**src/rtl/fp32_add.sv**
```systemverilog
module fp32_add (
  input  logic        clk,
  input  logic        rst_n,
  input  logic        in_valid,
  input  logic [31:0] a,
  input  logic [31:0] b,
  output logic        out_valid,
  output logic [31:0] sum,
  output logic        ovf,
  output logic        unf
);
  localparam int EW   = 8;
  localparam int FW   = 23;
  localparam int MW   = FW + 1;
  localparam int XW   = MW + 3;
  localparam int WW   = 2 * MW + 2;
  localparam int EMAX = (1 << EW) - 2;

  // stage 1: order by magnitude, align, add
  logic [30:0]   mag_a, mag_b, big, sml;
  logic          swap, big_s, eff_sub;
  logic [EW-1:0] dexp;
  logic [MW-1:0] mb, ms;
  logic [WW-1:0] wide;
  logic [XW-1:0] al;
  logic [XW:0]   raw;

  assign mag_a   = (a[30:23] == '0) ? '0 : a[30:0];
  assign mag_b   = (b[30:23] == '0) ? '0 : b[30:0];
  assign swap    = mag_a < mag_b;
  assign big     = swap ? mag_b : mag_a;
  assign sml     = swap ? mag_a : mag_b;
  assign big_s   = swap ? b[31] : a[31];
  assign eff_sub = a[31] ^ b[31];
  assign dexp    = big[30:23] - sml[30:23];
  assign mb      = (big[30:23] == '0) ? '0 : {1'b1, big[22:0]};
  assign ms      = (sml[30:23] == '0) ? '0 : {1'b1, sml[22:0]};
  assign wide    = {ms, {(WW-MW){1'b0}}} >> dexp;
  assign al      = {wide[WW-1:MW], |wide[MW-1:0]};
  assign raw     = eff_sub ? {1'b0, mb, 3'b000} - {1'b0, al}
                           : {1'b0, mb, 3'b000} + {1'b0, al};

  logic          s1_v, s1_s, s1_sub;
  logic [EW-1:0] s1_e;
  logic [XW:0]   s1_sum;

  always_ff @(posedge clk or negedge rst_n) begin
    if (!rst_n) begin
      s1_v <= 1'b0; s1_s <= 1'b0; s1_sub <= 1'b0; s1_e <= '0; s1_sum <= '0;
    end else begin
      s1_v <= in_valid;
      if (in_valid) begin
        s1_s <= big_s; s1_sub <= eff_sub; s1_e <= big[30:23]; s1_sum <= raw;
      end
    end
  end

  // stage 2: normalize, round, renormalize, range check
  logic [4:0]        lz;
  logic [XW-1:0]     nrm;
  logic signed [9:0] en, ef;
  logic              up;
  logic [MW:0]       rnd;
  logic [31:0]       res;
  logic              r_ovf, r_unf;

  always_comb begin
    lz = '0;
    for (int i = 0; i < XW; i++)
      if (s1_sum[i]) lz = 5'(XW - 1 - i);
    if (s1_sum[XW]) begin
      nrm = {s1_sum[XW:2], |s1_sum[1:0]};
      en  = $signed({2'b00, s1_e}) + 10'sd1;
    end else begin
      nrm = s1_sum[XW-1:0] << lz;
      en  = $signed({2'b00, s1_e}) - $signed({5'b0, lz});
    end
    up  = nrm[2] & (nrm[1] | nrm[0] | nrm[3]);
    rnd = {1'b0, nrm[XW-1:3]} + {{MW{1'b0}}, up};
    ef  = en + $signed({9'b0, rnd[MW]});
    r_ovf = 1'b0;
    r_unf = 1'b0;
    if (s1_sum == '0) begin
      res = {s1_s & ~s1_sub, 31'b0};
    end else if (ef > EMAX) begin
      res = {s1_s, {EW{1'b1}}, {FW{1'b0}}};
      r_ovf = 1'b1;
    end else if (ef < 10'sd1) begin
      res = {s1_s, 31'b0};
      r_unf = 1'b1;
    end else begin
      res = {s1_s, ef[EW-1:0], rnd[MW] ? {FW{1'b0}} : rnd[FW-1:0]};
    end
  end

  always_ff @(posedge clk or negedge rst_n) begin
    if (!rst_n) begin
      out_valid <= 1'b0; sum <= '0; ovf <= 1'b0; unf <= 1'b0;
    end else begin
      out_valid <= s1_v;
      if (s1_v) begin
        sum <= res; ovf <= r_ovf; unf <= r_unf;
      end
    end
  end

  p_latency_r1: assert property (@(posedge clk) disable iff (!rst_n)
    in_valid |-> ##2 out_valid);
  p_exp_range_r1: assert property (@(posedge clk) disable iff (!rst_n)
    (out_valid && !ovf) |-> (sum[30:23] != 8'hFF));
  p_ovf_inf_r6: assert property (@(posedge clk) disable iff (!rst_n)
    (out_valid && ovf) |-> (sum[30:0] == 31'h7F800000 && !unf));
  p_unf_zero_r7: assert property (@(posedge clk) disable iff (!rst_n)
    (out_valid && unf) |-> (sum[30:0] == 31'h0 && !ovf));
  p_reset_r10: assert property (@(posedge clk)
    !rst_n |=> !out_valid);
  p_hold_r11: assert property (@(posedge clk) disable iff (!rst_n)
    !s1_v |=> ($stable(sum) && $stable(ovf) && $stable(unf)));
endmodule

```
**config.mk**
```make
export PLATFORM = sky130hd
export DESIGN_NAME = fp32_add
export DESIGN_NICKNAME = d
export VERILOG_FILES = /design/src/rtl/fp32_add.sv
export SDC_FILE = /design/constraint.sdc
export NUM_CORES = 1
export LEC_CHECK = 0
export CORE_MARGIN = 10
export CORE_UTILIZATION = 45
export CTS_CLUSTER_SIZE = 20
export DETAILED_ROUTE_END_ITERATION = 8
export GPL_TIMING_DRIVEN = 0
export PLACE_DENSITY = 0.73
export REMOVE_ABC_BUFFERS = 1
export SYNTH_ARGS = -nofsm -noshare
export SYNTH_HDL_FRONTEND = slang
export SYNTH_SLANG_ARGS = --single-unit
```
**constraint.sdc**
```tcl
create_clock -name clk -period 17.7 [get_ports clk]
set_input_delay 2.655 -clock clk [delete_from_list [all_inputs] [get_ports clk]]
set_output_delay 2.655 -clock clk [all_outputs]
set_load 0.05 [all_outputs]
```
==> run_results.csv <==
group,metric,value,unit
outcome,outcome,"finished, final reports clean",
yosys,yosys_most_used_dff,"dfrtp_1",
grt,grt_overflow,0,
yosys,synth.distinct_cells,91,
timing,period_share,0.851,
yosys,async_reset_ff_frac,1.00,
die,dieArea,36500,sq um
die,die_x,191,um
grt,grt_max_degree,60,
detailed_routing,vias,14560,
placed_design,place_area,14300,sq um
timing,grt_setup_unrepaired,"no",
grt,track_usage,0.243,
critical_path,crit_start,"a[24]",
timing,tns,0,ns
clock_tree,cts_resized,0,
detailed_routing,totalWireLength,46000,um
critical_path,crit_required,17.92,ns
detailed_routing,drt-initial-drc-count,1557,
layout,fin_util,0.509,
grt,antenna_found_initial,0,
yosys,synth-seq-cells,74,
detailed_routing,wl_per_cell,20.0,um
die,fp.coreArea,28800,sq um
die,die_y,191,um
critical_path,worst_setup_path_end_kind,"flip-flop",
timing,max_slew_margin,0.0617,
critical_path,rr_worst_depth,29,
clock_tree,cts_root_buf,"clkbuf_16",
layout,syn_to_final_growth,11.5,%
yosys,yosys.area.top_type,"dfrtp_1",
timing,skew,0.00741,ns
critical_path,cp_max_fo,38,
placed_design,dp_hpwl,36200,um
timing,finalCriticalPeriod,15.06,ns
power_and_ir_drop,vdd_drop_max,57.8,uV
power_and_ir_drop,p_total,1.70,mW
clock_tree,cts_made_buffers,9,
detailed_routing,via_per_inst,6.33,
yosys,synth_edf_count,0,
detailed_routing,firstDrtPassIters,6,
yosys,syn_area,13200,sq um
timing,hold_viol_final,0,
critical_path,max_stage_delay,1.14,ns
critical_path,cpMostUsedCell,"a21oi_1",
clock_tree,tritoncts,"done",
placed_design,port_buffers,101,
timing,fmax,66.4,MHz
critical_path,timing.rr.start,"s1_sum[0]$_DFFE_PN0P_",
power_and_ir_drop,powerDensity,116,nW/um^2
layout,drive_gt1_frac,0.0522,
clock_tree,h-tree-depth,3,
clock_tree,clkTransAtPathRegs,0.06,ns
placed_design,place_inst,2281,
critical_path,crit_family,"compound AO/OA/AOI/OAI gates",
yosys,ys_top_cells_by_area,"dfrtp_1, ha_1, nand2_1",
critical_path,regToRegSetupSlack,8.88,ns
clock_tree,cts_setup_buffers,0,
yosys,synth.most_common_cell,"nand2_1",
placed_design,gp_congestion,1.02,
critical_path,cpMaxStageDelayCell,"ha_1",
die,io_pins,102,
job,maxCapViolations,0,
critical_path,path_buf_inv,2,
clock_tree,ctsLongestPathBuffers,2,
critical_path,cp.depth,39,
power_and_ir_drop,p_leak,6.20,nW
timing,worst_slew_pin_slew,1.40,ns
yosys,synth_top_area_share,0.141,
layout,postLayoutCellArea,14700,sq um
grt,grt_pass1_wl,73200,um
clock_tree,clk_latency,0.34,ns
grt,first_global_vias,13857,
yosys,ys_seq_area_frac,0.141,
critical_path,arrival,15.28,ns
die,rows,62,
layout,stdcell_count,2299,
die,initial_core_util,0.457,
yosys,netlist_instances,1920,
critical_path,startpoint_type,"primary input",
worst_hold_path,hp-class,"reg -> reg",
critical_path,r2r-end,"sum[0]$_DFFE_PN0P_",
clock_tree,postCtsHoldBufs,0,
detailed_routing,drtAntennaViolNets,0,
timing,slew_violations,0,
critical_path,crit_type,"in -> reg",
layout,diodes,0,
yosys,syn-mean-instance-area,6.85,sq um
yosys,yosysWarningCount,0,
timing,setup_viol,0,
detailed_routing,drc_errors,0,
critical_path,cp-endpoint,"s1_sum[24]$_DFFE_PN0P_",
yosys,synthTopCellsByCount,"nand2_1, nor2_1, a21oi_1",
layout,nets,2068,
clock_tree,clock-sinks,74,
per-layer routing:
layer	GRT usage	wire (um)	up-vias
met3	0.0246	2850	116
met1	0.304	19500	6807
met4	0.115	2020	0
met5	0	0	-
li1	-	-	7002
met2	0.412	21700	635
cell usage in the layout, fill, tap and decap left out, drive strengths merged, types with 16 or more instances in the layout:
cell type,instances
nand2b,17
nor2b,20
a21oi,139
nor4,25
mux2,16
o31ai,26
dfrtp,74
o211ai,16
xnor2,48
a211oi,28
inv,123
a21o,16
mux2i,78
nand3,67
nor3,28
o22ai,39
nand2,231
and2,46
a31oi,35
o21ai,139
nand4,31
ha,89
clkdlybuf4s50,99
nor2,195
xor2,16
cells by family (layout without fill, tap and decap cells):
family | after synthesis | count (layout) | share of synthesized area
AO/OA/AOI/OAI | 606 | 606 | 0.304
buffers and inverters | 257 | 252 | 0.0766
adder cells (fa/ha/maj) | 91 | 91 | 0.0877
XOR/XNOR | 64 | 64 | 0.0426
flip-flops | 74 | 74 | 0.141
AND/OR/NAND/NOR | 729 | 729 | 0.267
multiplexers | 99 | 99 | 0.0816
through the flow:
step / hold WS [ns] / setup slack, ns
floorplan: 0.469 / 3.88
global placement: 0.512 / 0.186
detailed placement: 0.518 / 2.59
CTS: 0.526 / 2.90
global route: 0.548 / 1.70
finish: 0.522 / 2.64
worst min-delay path, cell delays in order (launching register included):
cell,delay [ns]
dfrtp_1,0.38
inv_1,0.05
o21ai_0,0.06
cell type report:
type / count / area, sq um
Inverter: 122 / 458
Clock buffer: 9 / 225
Clock inverter: 7 / 76.3
Multi-Input combinational cell: 1589 / 10400
Timing Repair Buffer: 114 / 1200
Fill cell: 2931 / 14100
Sequential cell: 74 / 1850
Tap cell: 384 / 480
registers in the layout, indices dropped and copies added (netlist names):
| register | flops |
|---|---|
| sum | 32 |
| s1_sum | 28 |
| s1_e | 8 |
| out_valid | 1 |
| ovf | 1 |
| s1_s | 1 |
| s1_sub | 1 |
| s1_v | 1 |
| unf | 1 |
report_power, final:
part           switching (mW)  internal [mW]
sequential             0.0840          0.225
clock                  0.0758          0.110
combinational           0.765          0.438
total                   0.924          0.773
worst min path at each step:
stage / endpoint / cells past startpoint / startpoint / slack [ns]
after floorplan: sum[31]$_DFFE_PN0P_ / 2 / s1_s$_DFFE_PN0P_ / 0.47
after global placement: ovf$_DFFE_PN0P_ / 2 / ovf$_DFFE_PN0P_ / 0.51
after detailed placement: ovf$_DFFE_PN0P_ / 2 / ovf$_DFFE_PN0P_ / 0.52
after CTS: ovf$_DFFE_PN0P_ / 2 / ovf$_DFFE_PN0P_ / 0.53
after global routing: sum[18]$_DFFE_PN0P_ / 2 / sum[18]$_DFFE_PN0P_ / 0.55
final: ovf$_DFFE_PN0P_ / 2 / ovf$_DFFE_PN0P_ / 0.52
No activity file was read; power rests on OpenSTA's default activity.
